### config.mk
export PLATFORM = sky130hd
export DESIGN_NAME = alu_flag_unit
export DESIGN_NICKNAME = d
export VERILOG_FILES = /design/src/rtl/alu_flag_pkg.sv /design/src/rtl/alu_addsub.sv /design/src/rtl/alu_bitops.sv /design/src/rtl/alu_cond.sv /design/src/rtl/alu_flag_unit.sv
export SDC_FILE = /design/constraint.sdc
export NUM_CORES = 1
export LEC_CHECK = 0
export BUFFER_PORTS_ARGS = -buffer_cell sky130_fd_sc_hd__buf_2
export CORE_UTILIZATION = 53
export DETAILED_ROUTE_END_ITERATION = 10
export PLACE_DENSITY = 0.79
export SLEW_MARGIN = 5
export SYNTH_ARGS = -nofsm -noshare
export SYNTH_HDL_FRONTEND = slang
export SYNTH_HIERARCHICAL = 1
export SYNTH_SLANG_ARGS = --single-unit
### constraint.sdc
create_clock -name clk -period 1.05 [get_ports clk]
set_input_delay 0.21 -clock clk [delete_from_list [all_inputs] [get_ports clk]]
set_output_delay 0.21 -clock clk [all_outputs]
set_load 0.01 [all_outputs]
### src/rtl/alu_flag_pkg.sv
package alu_flag_pkg;
  localparam int DW   = 8;
  localparam int HALF = DW / 2;

  localparam logic [3:0] OP_ADD = 4'd0;
  localparam logic [3:0] OP_ADC = 4'd1;
  localparam logic [3:0] OP_SUB = 4'd2;
  localparam logic [3:0] OP_SBC = 4'd3;
  localparam logic [3:0] OP_AND = 4'd4;
  localparam logic [3:0] OP_OR  = 4'd5;
  localparam logic [3:0] OP_XOR = 4'd6;
  localparam logic [3:0] OP_RL  = 4'd7;
  localparam logic [3:0] OP_RLC = 4'd8;
  localparam logic [3:0] OP_RR  = 4'd9;
  localparam logic [3:0] OP_RRC = 4'd10;
  localparam logic [3:0] OP_SRA = 4'd11;
  localparam logic [3:0] OP_SRL = 4'd12;

  typedef struct packed {
    logic c;
    logic z;
    logic s;
    logic v;
    logic d;
    logic h;
    logic u2;
    logic u1;
  } flags_t;
endpackage

### src/rtl/alu_addsub.sv
module alu_addsub #(
  parameter int W    = 8,
  parameter int HALF = W / 2
) (
  input  logic [W-1:0] a,
  input  logic [W-1:0] b,
  input  logic         sub,
  input  logic         cin,
  output logic [W-1:0] r,
  output logic         cout,
  output logic         hc,
  output logic         ovf
);
  logic [W:0]    full;
  logic [HALF:0] low;

  always_comb begin
    if (sub) begin
      full = {1'b0, a} - {1'b0, b} - {{W{1'b0}}, cin};
      low  = {1'b0, a[HALF-1:0]} - {1'b0, b[HALF-1:0]} - {{HALF{1'b0}}, cin};
    end else begin
      full = {1'b0, a} + {1'b0, b} + {{W{1'b0}}, cin};
      low  = {1'b0, a[HALF-1:0]} + {1'b0, b[HALF-1:0]} + {{HALF{1'b0}}, cin};
    end
    r    = full[W-1:0];
    cout = full[W];
    hc   = low[HALF];
    if (sub) ovf = (a[W-1] ^ b[W-1]) & ~(r[W-1] ^ b[W-1]);
    else     ovf = ~(a[W-1] ^ b[W-1]) & (r[W-1] ^ a[W-1]);
  end
endmodule

### src/rtl/alu_bitops.sv
module alu_bitops
  import alu_flag_pkg::*;
#(
  parameter int W = 8
) (
  input  logic [3:0]   op,
  input  logic [W-1:0] a,
  input  logic [W-1:0] b,
  input  logic         cin,
  output logic [W-1:0] r,
  output logic         cout
);
  always_comb begin
    r    = a;
    cout = cin;
    unique case (op)
      OP_AND: r = a & b;
      OP_OR:  r = a | b;
      OP_XOR: r = a ^ b;
      OP_RL:  begin r = {a[W-2:0], a[W-1]}; cout = a[W-1]; end
      OP_RLC: begin r = {a[W-2:0], cin};    cout = a[W-1]; end
      OP_RR:  begin r = {a[0], a[W-1:1]};   cout = a[0];   end
      OP_RRC: begin r = {cin, a[W-1:1]};    cout = a[0];   end
      OP_SRA: begin r = {a[W-1], a[W-1:1]}; cout = a[0];   end
      OP_SRL: begin r = {1'b0, a[W-1:1]};   cout = a[0];   end
      default: begin r = a; cout = cin; end
    endcase
  end
endmodule

### src/rtl/alu_cond.sv
module alu_cond
  import alu_flag_pkg::*;
(
  input  flags_t     f,
  input  logic [3:0] cc,
  output logic       taken
);
  logic base;
  logic lt;

  always_comb begin
    lt = f.s ^ f.v;
    unique case (cc[2:0])
      3'd0: base = 1'b0;
      3'd1: base = lt;
      3'd2: base = f.z | lt;
      3'd3: base = f.c | f.z;
      3'd4: base = f.v;
      3'd5: base = f.s;
      3'd6: base = f.z;
      default: base = f.c;
    endcase
    taken = base ^ cc[3];
  end
endmodule

### src/rtl/alu_flag_unit.sv
module alu_flag_unit
  import alu_flag_pkg::*;
(
  input  logic          clk,
  input  logic          rst_n,
  input  logic          en,
  input  logic [3:0]    op,
  input  logic [DW-1:0] opnd_a,
  input  logic [DW-1:0] opnd_b,
  input  logic [7:0]    flags_in,
  input  logic [3:0]    cc,
  output logic [DW-1:0] res_q,
  output logic [7:0]    flags_q,
  output logic          cond_true
);
  flags_t        fin;
  flags_t        fnxt;
  flags_t        freg;
  logic [DW-1:0] res_nxt;
  logic [DW-1:0] as_r, bo_r;
  logic          as_c, as_h, as_v, bo_c;
  logic          is_arith, is_sub, is_logic, is_shift;

  assign fin      = flags_t'(flags_in);
  assign is_arith = (op <= OP_SBC);
  assign is_sub   = (op == OP_SUB) || (op == OP_SBC);
  assign is_logic = (op >= OP_AND) && (op <= OP_XOR);
  assign is_shift = (op >= OP_RL) && (op <= OP_SRL);

  alu_addsub #(.W(DW), .HALF(HALF)) u_addsub (
    .a(opnd_a), .b(opnd_b), .sub(is_sub), .cin(op[0] & fin.c),
    .r(as_r), .cout(as_c), .hc(as_h), .ovf(as_v)
  );

  alu_bitops #(.W(DW)) u_bitops (
    .op(op), .a(opnd_a), .b(opnd_b), .cin(fin.c), .r(bo_r), .cout(bo_c)
  );

  alu_cond u_cond (.f(fin), .cc(cc), .taken(cond_true));

  always_comb begin
    fnxt    = fin;
    res_nxt = opnd_a;
    if (is_arith) begin
      res_nxt = as_r;
      fnxt.c  = as_c;
      fnxt.h  = as_h;
      fnxt.v  = as_v;
      fnxt.d  = is_sub;
    end else if (is_logic) begin
      res_nxt = bo_r;
      fnxt.v  = 1'b0;
    end else if (is_shift) begin
      res_nxt = bo_r;
      fnxt.c  = bo_c;
      fnxt.v  = bo_r[DW-1] ^ opnd_a[DW-1];
    end
    if (is_arith || is_logic || is_shift) begin
      fnxt.z = (res_nxt == '0);
      fnxt.s = res_nxt[DW-1];
    end
  end

  always_ff @(posedge clk or negedge rst_n) begin
    if (!rst_n) begin
      res_q <= '0;
      freg  <= '0;
    end else if (en) begin
      res_q <= res_nxt;
      freg  <= fnxt;
    end
  end

  assign flags_q = freg;

  p_zero_matches_result_r3: assert property (@(posedge clk) disable iff (!rst_n)
    (en && op <= OP_SRL) |=> (freg.z == (res_q == '0)));

  p_sign_matches_result_r4: assert property (@(posedge clk) disable iff (!rst_n)
    (en && op <= OP_SRL) |=> (freg.s == res_q[DW-1]));

  p_user_flags_kept_r8: assert property (@(posedge clk) disable iff (!rst_n)
    en |=> (flags_q[1:0] == $past(flags_in[1:0])));

  p_logic_keeps_flags_r6: assert property (@(posedge clk) disable iff (!rst_n)
    (en && op >= OP_AND && op <= OP_XOR) |=>
      (freg.c == $past(fin.c) && freg.d == $past(fin.d) &&
       freg.h == $past(fin.h) && !freg.v));

  p_hold_when_idle_r10: assert property (@(posedge clk) disable iff (!rst_n)
    !en |=> ($stable(res_q) && $stable(flags_q)));

  p_direction_flag_r2: assert property (@(posedge clk) disable iff (!rst_n)
    (en && op <= OP_SBC) |=> (freg.d == $past(op[1])));
endmodule

==> metrics.md, run 1 <==
| Metric | Value |
|---|---|
| Outcome | `finished with violations` |
| Failing checks | `setup timing` |
| Port bufs | `51` |
| CTS Sinks | `16` |
| Synth Net Count | `477` |
| Num ports | `52` |
| CP Launch Type | `input pin` |
| Sw frac | `between 40% and 50%` |
| Nets | `roughly 630` |
| Final hold vios | `0` |
| First-pass GRT wire length | `16.6 mm` |
| Post-synth ARST share | `100%` |
| CORE AREA | `5570 um2` |
| Final worst path period share | `236%` |
| Peak Freq | `404 MHz` |
| Adder-cell share of the synthesized area | `18.2%` |
| NetSw | `0.00161 W` |
| H-tree levels | `1` |
| Vias | `about 3700` |
| Std-Cell Rows | `27` |
| Comb pwr share | `66.2%` |
| Seq/Total Area, Yosys | `about 13%` |
| PnR Total Power | `0.00400 W` |
| CTS tree | `yes` |
| VDD IR max | `610 uV` |
| Starting Density | `55.6%` |
| Unrepaired setup endpoints after global routing | `yes` |
| PwrDens | `between 800 and 900 nW/um2` |
| Yosys reg bits | `16` |
| Die width | `roughly 80 um` |
| Critical Path Sink Type | `flip-flop` |
| Total congestion overflow | `0` |
| Finish-stage setup viols | `14` |
| Hold_ws | `0.182 ns` |
| Warnings from Yosys | `6` |
| Worst setup path class | `in2reg` |
| Mux cell area share after synthesis | `under 10%` |
| Reg power frac | `around a fifth` |
| Worst Tran Pin Value | `0.386 ns` |
| Clk_skew | `0 ns` |
| Number of synthesized flops with an enable pin | `0` |
| Post-DP HPWL | `7.88 mm` |
| Worst EP arrival | `2.62 ns` |
| Synth Area in Compound Gates | `between 20% and 30%` |
| Post-Synthesis Cells | `around 400` |
| Synth Area in XOR/XNOR | `5.25%` |
| TritonRoute pass-1 iters | `8` |
| Drt drc | `0` |
| Total GRT Usage | `33.9%` |
| N_diodes | `0` |
| Top cell type's share of synthesized area | `between 10% and 20%` |
| WL/cell | `17.0 um` |
| Vias/cell | `5.92` |
| Top_reg_cell synth | `dfrtp_1` |
| Post-Synth Simple-Gate Area | `17.8%` |
| Min cycle time layout | `roughly 2.5 ns` |
| Synthesized area per cell | `between 7 and 8 um2` |
| Filler Cell Count | `328` |
| Clk pwr share | `14.4%` |
| Chip Height | `78.5 um` |
| Cell Area, Synth | `3100 um2` |
| Leakage power | `2.23 nW` |
| WL final | `10.5 mm` |
| Antenna Nets Post-Route | `0` |
| Initial drt markers | `421` |
| Crit path cell chain | `buf_6 > and2_4 > fa_2 > inv_2 > ha_4 > and2b_2 > a211oi_4 > nor3b_2 > xnor2_1 > mux2i_1 > nor3_1 > o211ai_1 > a21oi_1 > a31o_2` |
| Root Driver | `clkbuf_8` |
| Main combinational cell family by area after synthesis | `compound AO/OA/AOI/OAI gates` |
| Top cell type by total area after synthesis | `ha_1` |
| Cts bufs inserted | `3` |
| Int Power | `0.00239 W` |
| Final setup TNS | `-15.78 ns` |
| Vias in the first global route | `3583` |
| MaxCap Viol Count | `0` |
| Max clock buf depth | `2` |
| P&R area growth vs syn | `48.6%` |
| Relative slew margins | `74.3%` |
| Initial antenna violation count | `0` |
| Delay of the slowest critical-path stage | `0.37 ns` |
| HP Class | `in2reg` |
| Slew Viols, Final | `0` |
| Layout cells sized above 1 | `roughly 45%` |
| Die Footprint | `roughly 6200 um2` |
| Largest net degree at the start of global routing | `32` |
| Clock transition at the registers of the reported paths | `0.07 ns` |
| CP max stage cell | `fa_2` |
| Pre-CTS setup slack | `-1.67 ns` |
| Clk Latency, worst-skew pair | `0.26 ns` |
| Slack of the critical path | `-1.42 ns` |
| Yosys cell types | `68` |
| Crit path max fanout | `2` |
| Worst endpoint required time | `1.20 ns` |
| Routability congestion estimate | `0.891` |
| Synth area leaders | `ha_1 (15%), dfrtp_1 (13%), a21oi_1 (5.8%)` |
## flip-flops by register name, indices dropped and copies added (netlist names)
| name | count |
|---|---|
| flags_q | 8 |
| res_q | 8 |
## worst max-delay path: cells and delay by family
family / cells / cell delay, ns
xor gates and xnor gates: 1 / 0.15
buffers and inverters: 2 / 0.18
AOI/OAI and AO/OA: 4 / 0.77
and+or+nand+nor: 4 / 0.58
adders and majority gates: 2 / 0.50
muxes: 1 / 0.24
## logic make-up (layout without fill, tap and decap cells)
group | Yosys count | in the layout
DFF | 16 | 16
adders and majority gates | 43 | 43
muxes | 26 | 26
AOI/OAI and AO/OA | 126 | 126
xor gates and xnor gates | 17 | 17
and+or+nand+nor | 107 | 107
buffers and inverters | 66 | 213
## synthesized netlist by cell type (all sizes together) (2+ instances only)
library cell / instances
a211oi: 4
a21boi: 3
a21o: 2
a21oi: 36
a221oi: 2
a22oi: 4
a311oi: 3
a31oi: 6
a32oi: 3
and2: 5
and2b: 3
and3: 4
buf: 10
clkbuf: 9
dfrtp: 16
fa: 4
ha: 37
inv: 47
maj3: 2
mux2: 11
mux2i: 14
nand2: 25
nand2b: 7
nand3b: 5
nor2: 30
nor2b: 6
nor3: 9
nor3b: 4
o211ai: 6
o21a: 3
o21ai: 28
o221ai: 2
o22ai: 8
o31ai: 2
o32a: 4
o32ai: 2
or2: 3
or3: 2
xnor2: 12
xor2: 4
## area by class of cell
cell class | instances | area [um2] | area share, %
well taps | 72 | 90.1 | 1.96
clock buffers | 4 | 55.1 | 1.20
inverters | 47 | 176 | 3.83
flip-flops and latches | 16 | 400 | 8.70
multi-input cells | 319 | 2710 | 58.9
repair buffers | 162 | 1170 | 25.4
## metrics by stage
step           cell area (um2)  util [%]  cells
2_1_floorplan             3200         -    401
3_3_place_gp              4200      75.3    605
3_5_place_dp              4200      75.3    605
4_1_cts                   4420      79.3    614
5_1_grt                   4600      82.6    620
6_report                  4600      82.6    620
## cells in the final DEF, fill, tap and decap left out, drive strengths merged, types with 7 or more instances in the layout
cell and instances:
a21oi 36, nand2 25, nor3 9, dfrtp 16
ha 37, nand2b 7, buf 161, nor2 30
o22ai 8, inv 47, o21ai 28, mux2i 14
mux2 11, xnor2 12
## layer usage
metal,track usage (%),wire length [um],vias up
li1,-,-,1721
met1,40.8,4240,1770
met2,62.6,5440,148
met3,3.72,562,31
met4,10.2,296,0
met5,0,0,-
## what timing repair did
item                                    4_1_cts  5_1_grt
endpoints found under the setup margin       15       15
gates resized for setup                      35       33
hold buffers                                  1        0
setup buffers                                 5        6
pin swaps                                    37       25
gates cloned                                  0        0
hold endpoints to repair                     16        0
## power groups by stage
| stage | clock network, W | registers [W] | logic (W) |
|---|---|---|---|
| detailed placement | 0 | 0.000780 | 0.00228 |
| global placement | 0 | 0.000772 | 0.00220 |
| global route | 0.000595 | 0.000781 | 0.00285 |
| finish | 0.000575 | 0.000774 | 0.00265 |
| CTS | 0.000567 | 0.000773 | 0.00243 |
| floorplan | 0 | 0.000822 | 0.00126 |
## final timing paths
kind                             start    endpoint  slack [ns]  cells past startpoint
max in group asynchronous        rst_n  flags_q[2]        0.38                      2
hold reg to reg               res_q[7]    res_q[7]        0.52                      1
setup reg to reg            flags_q[6]  flags_q[6]        0.13                      3
setup / recovery                 op[0]  flags_q[6]       -1.42                     14
min in group asynchronous        rst_n  flags_q[1]        0.40                      2
hold / removal             flags_in[0]  flags_q[0]        0.18                      2
Note: power is estimated with default switching activity, not from simulation.
==> run 2, diff against run 1 <==
- CORE_UTILIZATION: 53 -> 55
- PLACE_DENSITY: 0.79 -> 0.78
- clock period: 1.05 -> 2.31 ns (I/O delays scaled with it)
==> run 2 against run 1 <==
The run still ends with setup timing left. Die area fell by 3.5%. Clock skew did not move. Core utilization rose by 1.9 points. Largest power group unchanged.
==> metrics.md, run 2 (synthesis gave the netlist of run 1 again) <==
| Metric | Value |
|---|---|
| CP Launch Type | `input pin` |
| CTS tree | `yes` |
| Final worst path period share | `117%` |
| Antenna Nets Post-Route | `0 (unchanged)` |
| Post-DP HPWL | `7.71 mm (-2.1%)` |
| Nets | `607 (-2.9%)` |
| Final hold vios | `0 (unchanged)` |
| CTS Sinks | `16 (unchanged)` |
| Clk_skew | `0 ns (unchanged)` |
| Worst EP arrival | `2.90 ns (+0.28 ns)` |
| Vias in the first global route | `3497 (-2.4%)` |
| Die Footprint | `5940 um2 (-3.5%)` |
| Finish-stage setup viols | `11 (-3)` |
| WL final | `10.6 mm (+0.97%)` |
| Hold_ws | `0.122 ns (-0.0606 ns)` |
| Port bufs | `51 (unchanged)` |
| Cts bufs inserted | `3 (unchanged)` |
| Worst endpoint required time | `2.50 ns (+1.30 ns)` |
| Vias | `3659 (-0.30%)` |
| Num ports | `52 (unchanged)` |
| Initial drt markers | `359 (-15%)` |
| Crit-path leading delay family | `compound AO/OA/AOI/OAI gates` |
| Std-Cell Rows | `26 (-3.7%)` |
| Layout cells sized above 1 | `44.2% (-0.29 points)` |
| Drt drc | `0 (unchanged)` |
| CP Buf/Inv Count | `3 (+1)` |
| PwrDens | `392 nW/um2 (-55%)` |
| Placed instance area | `4060 um2 (-3.3%)` |
| Leakage power | `2.10 nW (-5.7%)` |
| Unrepaired setup endpoints after global routing | `yes` |
| CORE AREA | `5270 um2 (-5.5%)` |
| R2R Path Start | `flags_q[6]` |
| TritonRoute pass-1 iters | `8 (unchanged)` |
| WL/cell | `17.8 um (+4.5%)` |
| Delay of the slowest critical-path stage | `0.32 ns (-0.05 ns)` |
| Crit path cell chain | `buf_6 > and2_4 > inv_2 > fa_2 > inv_2 > fa_2 > and2b_2 > o21a_4 > o21a_1 > o211ai_1 > a21oi_2 > a22oi_1 > o211ai_1 > a21oi_1 > a31o_2` |
| Routability congestion estimate | `0.944 (+6.0%)` |
| Path depth of the worst reg2reg path | `3 (unchanged)` |
| Total congestion overflow | `0 (unchanged)` |
| Most frequent cells in the layout | `buf_4 (96), buf_2 (44), inv_1 (38)` |
| MaxCap Viol Count | `0 (unchanged)` |
| R2r endpoint | `flags_q[6]` |
| Crit path max fanout | `4 (+2)` |
| First-pass GRT wire length | `16.3 mm (-1.9%)` |
| Final core utilization | `84.5% (+1.9 points)` |
| Max clock buf depth | `2 (unchanged)` |
| Most common cell after layout, fill and taps aside | `buf_4` |
| Chip Height | `77.1 um (-1.8%)` |
| HP Class | `in2async` |
| CP max stage cell | `fa_2` |
| Min cycle time layout | `2.71 ns` |
| Relative slew margins | `55.3% (-19 points)` |
| Final Cell Area | `4450 um2 (-3.3%)` |
| Hold-fix buffers at CTS | `0 (-1)` |
| R2R Setup Slk | `1.42 ns (+1.29 ns)` |
| Slew Viols, Final | `0 (unchanged)` |
| Total GRT Usage | `34.3% (+0.44 points)` |
| Outcome | `finished with violations` |
| N_diodes | `0 (unchanged)` |
| Filler Cell Count | `322 (-1.8%)` |
| Starting Density | `58.8% (+3.2 points)` |
| Initial antenna violation count | `0 (unchanged)` |
| P&R area growth vs syn | `43.7%` |
| Final setup TNS | `-2.09 ns (+13.69 ns)` |
| Slack of the critical path | `-0.400 ns (+1.02 ns)` |
| Largest net degree at the start of global routing | `32 (unchanged)` |
| Worst setup path class | `in2reg` |
| Vias/cell | `6.11 (+3.2%)` |
| Worst Tran Pin Value | `0.669 ns (+0.283 ns)` |
| Root Driver | `clkbuf_8` |
| Failing checks | `setup timing` |
| Clk Latency, worst-skew pair | `0.25 ns (about the same)` |
| VDD IR max | `302 uV (-51%)` |
| Critical Path Sink Type | `flip-flop` |
| Peak Freq | `369 MHz` |
| Worst path depth | `15 (+1)` |
| Die width | `77.1 um (-1.8%)` |
| H-tree levels | `1 (unchanged)` |
| Clock transition at the registers of the reported paths | `0.06 ns (about the same)` |
[run 2: worst max-delay path by stage]
stage	start	endpoint	slack (ns)
4_1_cts	op[0]	flags_q[6]	-0.32
3_5_place_dp	flags_in[7]	flags_q[7]	-0.63
3_3_place_gp	opnd_a[6]	flags_q[6]	-0.54
5_1_grt	op[0]	flags_q[6]	-0.48
6_report	op[0]	flags_q[6]	-0.40
2_1_floorplan	flags_in[7]	res_q[6]	-0.29
[run 2: layout make-up]
type	count	area (um2)	area share [%]
clock buffer	3	41.3	0.927
inverter	47	181	4.07
multi-input combinational	319	2750	61.7
sequential	16	400	8.99
tap	70	87.6	1.97
timing repair buffer	144	995	22.3
[run 2: metrics by stage]
stage          power, W  worst slack, ns  cells
2_1_floorplan  0.000943           -0.292    401
3_3_place_gp    0.00132           -0.543    586
3_5_place_dp    0.00134           -0.634    586
4_1_cts         0.00165           -0.319    595
5_1_grt         0.00185           -0.477    599
6_report        0.00174           -0.400    599
[run 2: per-layer routing]
layer	up-vias	GRT usage, %	part of all wire, %
li1	1690	-	-
met1	1753	43.4	41
met2	182	62.9	50
met3	34	3.45	6.4
met4	0	6.98	2.6
met5	-	0	0
[run 2: power by group]
part	leakage, nW	switching (W)	internal, W
registers	0.185	0.0000241	0.000325
logic	1.90	0.000601	0.000585
clock network	0.0216	0.0000937	0.000116
total	2.10	0.000719	0.00103
[run 2: timing repair]
item	CTS	global route
endpoints found under the setup margin	12	13
pin swaps	19	23
resized for setup	32	35
hold endpoints to repair	0	0
buffers inserted	8	7
gates cloned	0	0
==> run 3, diff against run 2 <==
- CAP_MARGIN: default -> 20
- clock period: 2.31 -> 3.13 ns (I/O delays scaled with it)
==> run 3 against run 2 <==
The flow now finishes without violations. Core utilization shrank 16 points. Wire length shrank 19%. Total power shrank 40%. Worst setup slack gained 0.56 ns. Clock skew is the same. Worst hold slack gained 0.16 ns. Largest power group unchanged.
==> metrics.md, run 3 (synthesis gave the netlist of run 1 again) <==
| Metric | Value |
|---|---|
| Final Cell Area | `3600 um2 (-19%)` |
| Sw frac | `41.3% (+0.095 points)` |
| HP Class | `in2async` |
| Slew Viols, Final | `0 (unchanged)` |
| Starting Density | `58.8% (unchanged)` |
| VDD IR max | `304 uV (+0.78%)` |
| Reg power frac | `24.4% (+4.4 points)` |
| Final hold vios | `0 (unchanged)` |
| Clk pwr share | `14.5% (+2.5 points)` |
| Clock transition at the registers of the reported paths | `0.06 ns (about the same)` |
| PnR Total Power | `0.00104 W (-40%)` |
| Num ports | `52 (unchanged)` |
| Finish-stage setup viols | `0 (-11)` |
| Worst EP arrival | `3.11 ns (+0.21 ns)` |
| Reg area | `400 um2 (unchanged)` |
| Port bufs | `51 (unchanged)` |
| Setup bufs post-CTS | `0 (-8)` |
| Min cycle time layout | `2.97 ns` |
| Most frequent cells in the layout | `buf_2 (51), inv_1 (47), ha_1 (37)` |
| Post-route insts no fill | `535 (-11%)` |
| Placed instance area | `3550 um2 (-13%)` |
| Path depth of the worst reg2reg path | `3 (unchanged)` |
| Drt drc | `0 (unchanged)` |
| WL final | `8.61 mm (-19%)` |
| WL/cell | `16.1 um (-9.4%)` |
| Total congestion overflow | `0 (unchanged)` |
| Final worst path period share | `a little over nine tenths` |
| First-pass GRT wire length | `13.9 mm (-15%)` |
| Root Driver | `clkbuf_8` |
| Clk_skew | `0 ns (unchanged)` |
| Crit path max fanout | `4 (unchanged)` |
| Std-Cell Rows | `26 (unchanged)` |
| N_diodes | `0 (unchanged)` |
| H-tree levels | `1 (unchanged)` |
| TritonRoute pass-1 iters | `5 (-3)` |
| Peak Freq | `336 MHz` |
| Initial antenna violation count | `0 (unchanged)` |
| Worst Tran Pin Value | `0.461 ns (-0.208 ns)` |
| Vias | `3232 (-12%)` |
| Initial drt markers | `261 (-27%)` |
| Dpl cells | `532 (-9.2%)` |
| Routability congestion estimate | `0.935 (-1.0%)` |
| Post-DP HPWL | `6.78 mm (-12%)` |
| Total GRT Usage | `28.8% (-5.5 points)` |
| Area of the multi-input gates | `2420 um2 (-12%)` |
| Vias in the first global route | `2984 (-15%)` |
| Worst setup path class | `in2reg` |
| NetSw | `0.000430 W (-40%)` |
| Max clock buf depth | `2 (unchanged)` |
| Filler Cell Count | `459 (+43%)` |
| Chip Height | `77.1 um (unchanged)` |
| Int Power | `0.000611 W (-40%)` |
| Layout cells sized above 1 | `23.7% (-21 points)` |
| Nets | `543 (-11%)` |
| Most common cell after layout, fill and taps aside | `buf_2` |
| P&R area growth vs syn | `16.0%` |
| MaxCap Viol Count | `0 (unchanged)` |
| Largest net degree at the start of global routing | `32 (unchanged)` |
| Relative slew margins | `68.9% (+14 points)` |
| Antenna Nets Post-Route | `0 (unchanged)` |
| CP Launch Type | `input pin` |
| CORE AREA | `5270 um2 (unchanged)` |
| PwrDens | `290 nW/um2 (-26%)` |
| Clk Latency, worst-skew pair | `0.25 ns (about the same)` |
| CTS tree | `yes` |
| Vias/cell | `6.04 (-1.1%)` |
| Leakage power | `1.73 nW (-18%)` |
| Worst endpoint required time | `3.26 ns (+0.76 ns)` |
| Unrepaired setup endpoints after global routing | `no` |
| Comb pwr share | `61.1% (-6.9 points)` |
| CTS Sinks | `16 (unchanged)` |
| Hold-fix buffers at CTS | `0 (unchanged)` |
| Die width | `77.1 um (unchanged)` |
| Critical Path Sink Type | `flip-flop` |
| Cts bufs inserted | `3 (unchanged)` |
| Outcome | `complete, no violations` |
| Die Footprint | `5940 um2 (unchanged)` |
==> run 3: timing repair <==
action	4_1_cts	5_1_grt
gates resized for setup	0	1
endpoints found under the hold margin	0	0
endpoints found under the setup margin	0	1
==> run 3: routing by layer <==
| metal | routed length (um) | vias up | GRT usage [%] |
|---|---|---|---|
| li1 | - | 1564 | - |
| met1 | 3910 | 1536 | 37.2 |
| met2 | 4110 | 116 | 50.4 |
| met3 | 394 | 16 | 3.81 |
| met4 | 195 | 0 | 7.36 |
| met5 | 0 | - | 0 |
==> run 3: final timing paths <==
| kind | startpoint | end | slack (ns) |
|---|---|---|---|
| worst min register to register | res_q[1] | res_q[1] | 0.50 |
| worst max register to register | flags_q[6] | flags_q[6] | 2.27 |
| min in group clk | res_q[1] | res_q[1] | 0.50 |
| worst min-delay path | rst_n | flags_q[1] | 0.28 |
| worst max-delay path | flags_in[7] | res_q[6] | 0.16 |
| max in group asynchronous | rst_n | res_q[4] | 2.58 |
==> run 3: critical path, cell delays in order <==
cell,delay (ns)
buf_2,0.10
and2_2,0.21
inv_1,0.07
fa_1,0.19
inv_1,0.06
fa_1,0.38
and2b_2,0.20
o21a_1,0.21
o21a_1,0.20
o211ai_1,0.19
a21oi_1,0.10
mux2i_1,0.19
o21ai_0,0.10
mux2_2,0.28
==> run 3: power groups by stage <==
stage | registers (W) | clock network (W) | logic, W
finish | 0.000254 | 0.000151 | 0.000636
detailed placement | 0.000258 | 0 | 0.000624
floorplan | 0.000276 | 0 | 0.000395
global route | 0.000259 | 0.000159 | 0.000696
CTS | 0.000254 | 0.000155 | 0.000627
global placement | 0.000257 | 0 | 0.000610
==> run 3: cell type report <==
| class | instances | share of cell area [%] |
|---|---|---|
| clock buffers | 3 | 1.15 |
| multi-input cells | 319 | 67.2 |
| inverters | 47 | 4.91 |
| flip-flops and latches | 16 | 11.1 |
| well taps | 70 | 2.44 |
| repair buffers | 80 | 13.2 |
==> run 3: stage by stage <==
step	setup WS (ns)	TNS, ns	hold WS, ns	utilization, %
CTS	0.174	0	0.289	68.1
global placement	-0.0147	-0.0147	0.484	67.4
detailed placement	-0.0876	-0.131	0.490	67.4
finish	0.156	0	0.283	68.2
floorplan	0.308	0	0.330	-
global route	0.00103	0	0.307	68.2
